**src/rtl/cpu_sleep_pkg.sv**
```systemverilog
package cpu_sleep_pkg;

  typedef enum logic [2:0] {
    ST_RUN,
    ST_HALT,
    ST_GRANT,
    ST_ENT_STP,
    ST_ENT_SUS,
    ST_SUSP,
    ST_SUSP_HS,
    ST_RELOCK
  } seq_state_e;

  typedef struct packed {
    logic stpclk_n;
    logic cpustp_n;
    logic susst1_n;
  } pin_set_t;

  // Pin levels for each internal state, all active low.
  function automatic pin_set_t pins_for(seq_state_e s);
    pin_set_t p;
    p = '{stpclk_n: 1'b1, cpustp_n: 1'b1, susst1_n: 1'b1};
    case (s)
      ST_GRANT, ST_ENT_STP: p.stpclk_n = 1'b0;
      ST_ENT_SUS, ST_SUSP, ST_RELOCK: begin
        p.stpclk_n = 1'b0;
        p.susst1_n = 1'b0;
      end
      ST_SUSP_HS: begin
        p.stpclk_n = 1'b0;
        p.susst1_n = 1'b0;
        p.cpustp_n = 1'b0;
      end
      default: ;
    endcase
    return p;
  endfunction

  // Reported power level for each internal state.
  function automatic logic [1:0] level_of(seq_state_e s);
    case (s)
      ST_RUN:   return 2'd0;
      ST_HALT:  return 2'd1;
      ST_GRANT: return 2'd2;
      default:  return 2'd3;
    endcase
  endfunction

  // States in which an exit request is honoured.
  function automatic logic accepts_exit(seq_state_e s);
    return (s == ST_HALT) || (s == ST_GRANT) || (s == ST_SUSP) || (s == ST_SUSP_HS);
  endfunction

endpackage

```
**src/rtl/relock_timer.sv**
```systemverilog
module relock_timer #(
  parameter int LOCK_W = 8
) (
  input  logic              clk,
  input  logic              rst,
  input  logic              load,
  input  logic [LOCK_W-1:0] load_val,
  input  logic              active,
  output logic              done
);

  logic [LOCK_W-1:0] cnt_q;

  always_ff @(posedge clk) begin
    if (rst)                        cnt_q <= '0;
    else if (load)                  cnt_q <= load_val;
    else if (active && cnt_q != '0) cnt_q <= cnt_q - 1'b1;
  end

  assign done = (cnt_q == '0);

  // The wait shortens by exactly one per cycle of the relock phase.
  p_count_step_r7: assert property (@(posedge clk) disable iff (rst)
    (active && !load && cnt_q != '0) |=> (cnt_q == $past(cnt_q) - 1'b1));

  // A loaded count is never skipped over.
  p_load_taken_r8: assert property (@(posedge clk) disable iff (rst)
    load |=> (cnt_q == $past(load_val)));

endmodule

```
**src/rtl/sleep_state_fsm.sv**
```systemverilog
module sleep_state_fsm
  import cpu_sleep_pkg::*;
(
  input  logic       clk,
  input  logic       rst,
  input  logic       lvl2_rd,
  input  logic       lvl3_rd,
  input  logic       halt_req,
  input  logic       exit_req,
  input  logic       host_stop_en,
  input  logic       relock_done,
  output seq_state_e state,
  output logic       load_wait,
  output logic       in_relock
);

  seq_state_e state_q, state_d;

  // Named events, brought out for the checks below.
  logic take_exit, go_c3, go_c2, go_c1;

  assign take_exit = exit_req && accepts_exit(state_q);
  assign go_c3     = (state_q == ST_RUN) && lvl3_rd;
  assign go_c2     = (state_q == ST_RUN) && lvl2_rd && !lvl3_rd;
  assign go_c1     = (state_q == ST_RUN) && halt_req && !lvl2_rd && !lvl3_rd;

  always_comb begin
    state_d = state_q;
    case (state_q)
      ST_RUN: begin
        if (go_c3)      state_d = ST_ENT_STP;
        else if (go_c2) state_d = ST_GRANT;
        else if (go_c1) state_d = ST_HALT;
      end
      ST_HALT, ST_GRANT, ST_SUSP:
        if (take_exit) state_d = ST_RUN;
      ST_ENT_STP: state_d = ST_ENT_SUS;
      ST_ENT_SUS: state_d = host_stop_en ? ST_SUSP_HS : ST_SUSP;
      ST_SUSP_HS:
        if (take_exit) state_d = ST_RELOCK;
      ST_RELOCK:
        if (relock_done) state_d = ST_RUN;
      default: state_d = ST_RUN;
    endcase
  end

  always_ff @(posedge clk) begin
    if (rst) state_q <= ST_RUN;
    else     state_q <= state_d;
  end

  assign state     = state_q;
  assign load_wait = take_exit && (state_q == ST_SUSP_HS);
  assign in_relock = (state_q == ST_RELOCK);

  p_c2_entry_r2: assert property (@(posedge clk) disable iff (rst)
    go_c2 |=> (state_q == ST_GRANT));

  p_c3_priority_r10: assert property (@(posedge clk) disable iff (rst)
    ((state_q == ST_RUN) && lvl3_rd && lvl2_rd) |=> (state_q == ST_ENT_STP));

  p_strobe_ignored_r9: assert property (@(posedge clk) disable iff (rst)
    ((state_q == ST_GRANT) && !exit_req) |=> (state_q == ST_GRANT));

  p_entry_proceeds_r11: assert property (@(posedge clk) disable iff (rst)
    (state_q == ST_ENT_STP) |=> (state_q == ST_ENT_SUS));

  p_no_wait_without_stop_r6: assert property (@(posedge clk) disable iff (rst)
    ((state_q == ST_SUSP) && exit_req) |=> (state_q == ST_RUN));

endmodule

```
**src/rtl/pin_decode.sv**
```systemverilog
module pin_decode
  import cpu_sleep_pkg::*;
(
  input  seq_state_e state,
  output logic       stpclk_n,
  output logic       cpustp_n,
  output logic       susst1_n,
  output logic [1:0] level_code
);

  pin_set_t pins;

  assign pins       = pins_for(state);
  assign stpclk_n   = pins.stpclk_n;
  assign cpustp_n   = pins.cpustp_n;
  assign susst1_n   = pins.susst1_n;
  assign level_code = level_of(state);

  // Pin nesting: deeper stop pins only ever assert under the shallower ones.
  always_comb begin
    p_pin_nesting_r5: assert ((cpustp_n || !susst1_n) && (susst1_n || !stpclk_n));
    p_halt_quiet_r4: assert ((level_code != 2'd1) || (stpclk_n && cpustp_n && susst1_n));
  end

endmodule

```
**src/rtl/cpu_sleep_seq.sv**
```systemverilog
module cpu_sleep_seq
  import cpu_sleep_pkg::*;
#(
  parameter int LOCK_W = 8
) (
  input  logic              clk,
  input  logic              rst,
  input  logic              lvl2_rd,
  input  logic              lvl3_rd,
  input  logic              halt_req,
  input  logic              exit_req,
  input  logic              host_stop_en,
  input  logic [LOCK_W-1:0] lock_wait,
  output logic              stpclk_n,
  output logic              cpustp_n,
  output logic              susst1_n,
  output logic [1:0]        level_code
);

  seq_state_e state;
  logic       load_wait, in_relock, relock_done;

  sleep_state_fsm u_fsm (
    .clk          (clk),
    .rst          (rst),
    .lvl2_rd      (lvl2_rd),
    .lvl3_rd      (lvl3_rd),
    .halt_req     (halt_req),
    .exit_req     (exit_req),
    .host_stop_en (host_stop_en),
    .relock_done  (relock_done),
    .state        (state),
    .load_wait    (load_wait),
    .in_relock    (in_relock)
  );

  relock_timer #(.LOCK_W(LOCK_W)) u_timer (
    .clk      (clk),
    .rst      (rst),
    .load     (load_wait),
    .load_val (lock_wait),
    .active   (in_relock),
    .done     (relock_done)
  );

  pin_decode u_pins (
    .state      (state),
    .stpclk_n   (stpclk_n),
    .cpustp_n   (cpustp_n),
    .susst1_n   (susst1_n),
    .level_code (level_code)
  );

  // CPU-stop is always released while suspend status is still held.
  p_cpustp_first_r7: assert property (@(posedge clk) disable iff (rst)
    $rose(cpustp_n) |-> (!susst1_n && !stpclk_n));

  // Suspend status and stop-clock are released in the same cycle.
  p_release_together_r7: assert property (@(posedge clk) disable iff (rst)
    $rose(susst1_n) |-> $rose(stpclk_n));

  // After reset the block reports level 0 with all pins high.
  p_reset_state_r1: assert property (@(posedge clk)
    rst |=> (level_code == 2'd0 && stpclk_n && cpustp_n && susst1_n));

  // The code stays 3 while any suspend pin is held.
  p_code_deep_r12: assert property (@(posedge clk) disable iff (rst)
    !susst1_n |-> (level_code == 2'd3));

endmodule

```
**config.mk**
```make
export PLATFORM = sky130hd
export DESIGN_NAME = cpu_sleep_seq
export DESIGN_NICKNAME = d
export VERILOG_FILES = /design/src/rtl/cpu_sleep_pkg.sv /design/src/rtl/relock_timer.sv /design/src/rtl/sleep_state_fsm.sv /design/src/rtl/pin_decode.sv /design/src/rtl/cpu_sleep_seq.sv
export SDC_FILE = /design/constraint.sdc
export NUM_CORES = 1
export LEC_CHECK = 0
export ABC_AREA = 1
export BUFFER_PORTS_ARGS = -buffer_cell sky130_fd_sc_hd__buf_2
export CAP_MARGIN = 20
export CORE_MARGIN = 5
export CORE_UTILIZATION = 43
export DETAILED_ROUTE_END_ITERATION = 12
export GPL_ROUTABILITY_DRIVEN = 0
export PLACE_DENSITY = 0.7
export SETUP_SLACK_MARGIN = 0.05
export SLEW_MARGIN = 15
export SYNTH_ARGS = -nofsm -noshare
export SYNTH_HDL_FRONTEND = slang
export SYNTH_HIERARCHICAL = 1
export SYNTH_SLANG_ARGS = --single-unit
export TNS_END_PERCENT = 1
```
**constraint.sdc**
```tcl
create_clock -name clk -period 1.4 [get_ports clk]
set_input_delay 0.21 -clock clk [delete_from_list [all_inputs] [get_ports clk]]
set_output_delay 0.21 -clock clk [all_outputs]
set_load 0.005 [all_outputs]
```
---- Word level (Yosys, flattened, before mapping) ----
Cells that the tools add are included.
W data, S select, Z words.
storage, ports and cells
  register bits after elaboration ......... 11
  bits of input ports ..................... 15
  logic and storage cells ................. 50
cells by class
  equality and inequality tests ........... 11
  mux-type cells .......................... 14
  add/subtract/negate cells ............... 1
  reduce and logical (&&, ||, !) cells .... 22
operator list
  kind                   number
  $mux W3                6
  $pmux W3 S6            1
  $mux W8                2
  $eq A3 B3 Y1 const B   4
  $logic_and A1 B1 Y1    9
  $logic_not A8 Y1       1
  $reduce_bool A8 Y1     1
  $sub A8 B1 Y8 const B  1
  $eq A3 B2 Y1 const B   2
  $pmux W2 S3            1
  $reduce_or A6 Y1       1
  $ne A2 B1 Y1 const B   2
  $ne A4 B1 Y1 const B   1
  $reduce_and A4 Y1      1
  $reduce_or A4 Y1       1
  $eq A3 B1 Y1 const B   1
  $logic_not A3 Y1       1
  $logic_or A1 B1 Y1     3
  $mux W1                3
  $reduce_or A3 Y1       1
  $logic_not A1 Y1       2
  $mux W2                1
  $ne A2 B2 Y1 const B   1
  $reduce_bool A2 Y1     1

---- Longest topological paths before layout ----
  depth after elaboration ................. 8
  gate-level depth with buffers ........... 11
  gate-level depth less buffers ........... 11

---- Cells and area by module ----
Netlist, hierarchy kept.
modules (own cells, without submodules)
  module           cells each  times used  seq. area each (µm²)  area each (µm²)
  relock_timer     104         1           160.2                 600.6
  sleep_state_fsm  47          1           60.1                  266.5
  pin_decode       6           1           0.0                   26.3

---- Worst setup path after synthesis ----
OpenSTA, ideal clock, no wires.
  path type ............................... reg-to-reg
  start point ............................. register u_fsm.state_q[1] (netlist: u_fsm/state[1])
  end point ............................... register u_timer.cnt_q[1]
  data required time ...................... 1.287 ns
  stages on the path, launching flop included .. 9
  setup time .............................. 0.113 ns
  slack ................................... -0.148 ns
  data arrival time ....................... 1.435 ns
  clock period less this slack ............ 1.548 ns
  path through ............................ dfxtp_1 inv_1 nor3_1 clkbuf_1 inv_2 nand2_4 clkinv_2 nor2_1 nor2_1
between the ends
  word-level cells in the longest chain between the ends .. 7
  elaborated cells on any way between the ends .. 13
ends and longest elaborated chain
  element                                        line                   source
  start: declaration                             sleep_state_fsm.sv:17  seq_state_e state_q, state_d;
  start signal: assignment                       sleep_state_fsm.sv:49  else state_q <= state_d;
  $eq A3 B1 Y1 or $eq A3 B2 Y1 (tied branches)   cpu_sleep_pkg.sv:52    return (s == ST_HALT) || (s == ST_GRANT) || (s == ST_SUSP) || (s == ST_SUSP_HS);
  $logic_or A1 B1 Y1 (3 in series)               cpu_sleep_pkg.sv:52
  $logic_and A1 B1 Y1                            sleep_state_fsm.sv:22  assign take_exit = exit_req && accepts_exit(state_q);
  $logic_and A1 B1 Y1 *                          sleep_state_fsm.sv:53  assign load_wait = take_exit && (state_q == ST_SUSP_HS);
  named net load_wait                            cpu_sleep_seq.sv:21    logic load_wait, in_relock, relock_done;
  $mux W8 or $reduce_bool A2 Y1 (tied branches)  --
  end signal: assignment                         relock_timer.sv:16     else if (load) cnt_q <= load_val;
  end signal: assignment                         relock_timer.sv:17     else if (active && cnt_q != '0) cnt_q <= cnt_q - 1'b1;
  end: declaration                               relock_timer.sv:12     logic [LOCK_W-1:0] cnt_q;
Mark *: on every way through the listed nets, which the timed path passes. The rest lies on a longest branch.
A chain may end at the register's enable or synchronous reset.

---- Worst setup path after layout ----
  start point ............................. register u_timer.cnt_q[0]
  end point ............................... register u_fsm.state_q[2] (netlist: u_fsm/state[2])
between the ends
  word-level cells in the longest chain between the ends .. 3
ends and longest elaborated chain
  element                      line                 source
  $logic_not A8 Y1             relock_timer.sv:20   assign done = (cnt_q == '0);
  named net relock_done        cpu_sleep_seq.sv:21
  $ne A2 B2 Y1 (no line)       --
  $reduce_and A4 Y1 (no line)  --
The timed path passes the listed nets, and every way through them passes these cells.

==> reports/qor.csv <==
stage,metric,value,unit
pwr,total_power,1.35,mW
placement,place_hpwl,1780,um
route,firstDrtPassIters,4,
grt,grt_start_max_net_pins,11,
synthesis,synth_nets,174,
timing,tightestPinTransition,0.196,ns
timing,finalMaxSlewViolations,0,
route,wl_per_cell,10.7,um
synthesis,synthCells,157,
final_layout,final_area,1230,um^2
final_layout,diodes,0,
pwr,p_leak,0.641,nW
clock_network,cts_tree,yes,
route,via_per_inst,4.94,
clock_network,clockBufferDepth,2,
grt,grt.total_usage,15.0,%
grt,antenna_found_initial,0,
setup_path,required,1.57,ns
timing,worst_slack,0.0719,ns
synthesis,syn_area,893,um^2
pwr,power.density,1090,nW/um^2
grt,grt_pass1_wl,3870,um
final_layout,area_growth,38.1,%
synthesis,synth_top_area_share,24.6,%
setup_path,cp_slowest_cell,dfxtp_2,
final_layout,nets,209,
timing,min_period,1.33,ns
die,chipWidth,55.6,um
run_status,status,completed,
clock_network,path_clk_slew,0.08,ns
synthesis,yosys.area.top_type,dfxtp_1,
clock_network,clock_latency,0.27,ns
placement,place_ws,0.00897,ns
grt,top_usage_layer,met2,
timing,slew_headroom,86.8,%
synthesis,syn_area_per_cell,5.69,um^2
clock_network,cts_buffers,3,
die,die_h,55.6,um
die,num_rows,16,
pwr,irDropWorstVdd,0.845,mV
timing,finalSetupViolCount,0,
setup_path,cp_slowest_stage_delay,0.33,ns
synthesis,ys_warn_count,6,
placement,place_area,1090,um^2
route,drt_iter0_markers,20,
grt,grt_pass1_vias,963,
synthesis,synthTopCellsByArea,"dfxtp_1 (25%), nand2_1 (19%), inv_1 (11%), nor2_1 (9.7%), nand3_1 (9.0%)",
timing,fmax,0.753,GHz
grt,grt_util_met2,24.3,%
setup_path,cp_cell_sequence,inv_2 -> ha_4 -> nand2_4 -> nor2_4 -> inv_2 -> nand4_1 -> nand2_2 -> nor2_4 -> nand2_1 -> nand2_1 -> nor2_2,
setup_path,critical_path_peak_fanout,5,
die,core_area,1960,um^2
setup_path,endpoint_kind,register,
final_layout,drive_above_1_share,38.7,%
die,initial_core_util,45.5,%
clock_network,ctsHtreeMaxLevel,1,
die,io_pins,20,
timing,fin_skew,0.00188,ns
timing,fin_crit_sh,94.9,%
grt,grt-ovfl-total,0,
timing,setup_tns,0,ns
hold_path,hp-class,in2reg,
route,antenna_left,0,
grt,use_met3,4.64,%
clock_network,cts_num_sinks,11,
timing,hold_violations,0,
setup_path,worstSetupPathType,reg2reg,
placement,io_buffers,19,
grt,grt_use_met1,18.9,%
route,remaining_drc_errors,0,
run,max_cap_viol_count,0,
synthesis,synth_seq_cells,11,
clock_network,cts_root_buf,clkbuf_4,
route,finalWirelength,2340,um
setup_path,crit_arrival,1.50,ns
timing,rsz0062_at_grt,true,
final_layout,fillers,198,
route,vias,1077,
die,dieArea,3090,um^2
synthesis,ys_seq_area_share,24.6,%
synthesis,synth_cell_type_count,20,
setup_path,worst_setup_path_start_kind,register,
cell usage in the layout, fill, tap and decap left out:
cell and instances:
xnor2_1 1, clkinv_2 2, nor3_2 1, buf_4 12, buf_2 19, nand4_1 4, nand2_1 43, nor3_1 1
ha_4 2, dfxtp_4 1, clkbuf_4 3, nand2_4 3, nor2_4 7, nor2_1 17, nor2_2 5, nand3_1 15
nand3_2 2, nand2_2 5, dfxtp_1 3, inv_2 5, o21ai_0 4, inv_1 23, a21oi_1 5, dfxtp_2 7
o21ai_1 1
per-layer routing:
metal	vias to the layer above	part of all wire, %
li1	555	-
met4	0	0.64
met5	-	0
met2	36	50
met1	482	43
met3	4	5.8
logic make-up (layout without fill, tap and decap cells):
| kind of cell | Yosys count | in the layout | synth area share, % |
|---|---|---|---|
| AOI/OAI and AO/OA | 10 | 10 | 5.60 |
| xor gates and xnor gates | 1 | 1 | 0.981 |
| adders and majority gates | 2 | 2 | 2.80 |
| buffers and inverters | 30 | 64 | 12.7 |
| DFF | 11 | 11 | 24.6 |
| and+or+nand+nor | 103 | 103 | 53.2 |
layout make-up:
type	instances	area, um^2	area share, %
Clock inverter	1	5.00	0.406
Tap cell	27	33.8	2.74
Inverter	29	110	8.93
Clock buffer	3	22.5	1.83
Multi-Input combinational cell	116	644	52.2
Timing Repair Buffer	31	185	15.0
Sequential cell	11	233	18.9
state kept, by name, summed over array words and instances, names as in the netlist:
name	count
u_fsm/state	3
u_timer/cnt_q	8
what timing repair did:
| action | in CTS | in global routing |
|---|---|---|
| endpoints found under the hold margin | 0 | 0 |
| pin swaps | 5 | 13 |
| gates resized for setup | 10 | 21 |
| hold buffers | 0 | 0 |
| setup buffers | 2 | 1 |
| endpoints found under the setup margin | 8 | 11 |
cells in the mapped netlist:
cell type  number
nand2_2         4
clkbuf_1        1
nor3_1          2
nor2_4          2
ha_1            2
dfxtp_1        11
clkinv_2        1
xnor2_1         1
nand4_1         4
inv_2           2
nand2_1        45
o21ai_1         1
a21oi_1         5
nand3_1        16
nor2_2          4
o21ai_0         4
nor2_1         23
inv_1          26
nand3_2         1
nand2_4         2
report_power, final:
group	internal [mW]	switching, mW	total (mW)
clock	0.106	0.117	0.223
sequential	0.368	0.0501	0.418
combinational	0.300	0.407	0.707
total	0.774	0.575	1.35
metrics by stage:
stage | std cells | utilization [%] | hold WS [ns]
6_report | 218 | 62.9 | 0.180
3_5_place_dp | 211 | 55.4 | 0.478
3_3_place_gp | 211 | 55.4 | 0.485
2_1_floorplan | 157 | - | 0.279
5_1_grt | 218 | 62.9 | 0.176
4_1_cts | 217 | 58.5 | 0.172
critical path: cells and delay by family (launching register included):
family                   cells  cell delay, ns
AND/OR/NAND/NOR              8            0.64
adder cells (fa/ha/maj)      1            0.14
buffers and inverters        2            0.12
flip-flops                   1            0.33
final timing paths:
check | startpoint | to | slack (ns) | depth (start not counted)
setup / recovery | u_timer/cnt_q[0] | u_fsm/state[2] | 0.07 | 11
hold / removal | rst | u_timer/cnt_q[3] | 0.18 | 2
setup reg to reg | u_timer/cnt_q[0] | u_fsm/state[2] | 0.07 | 11
hold reg to reg | u_fsm/state[0] | u_fsm/state[0] | 0.51 | 2
Power figures use the tool's default switching activity.
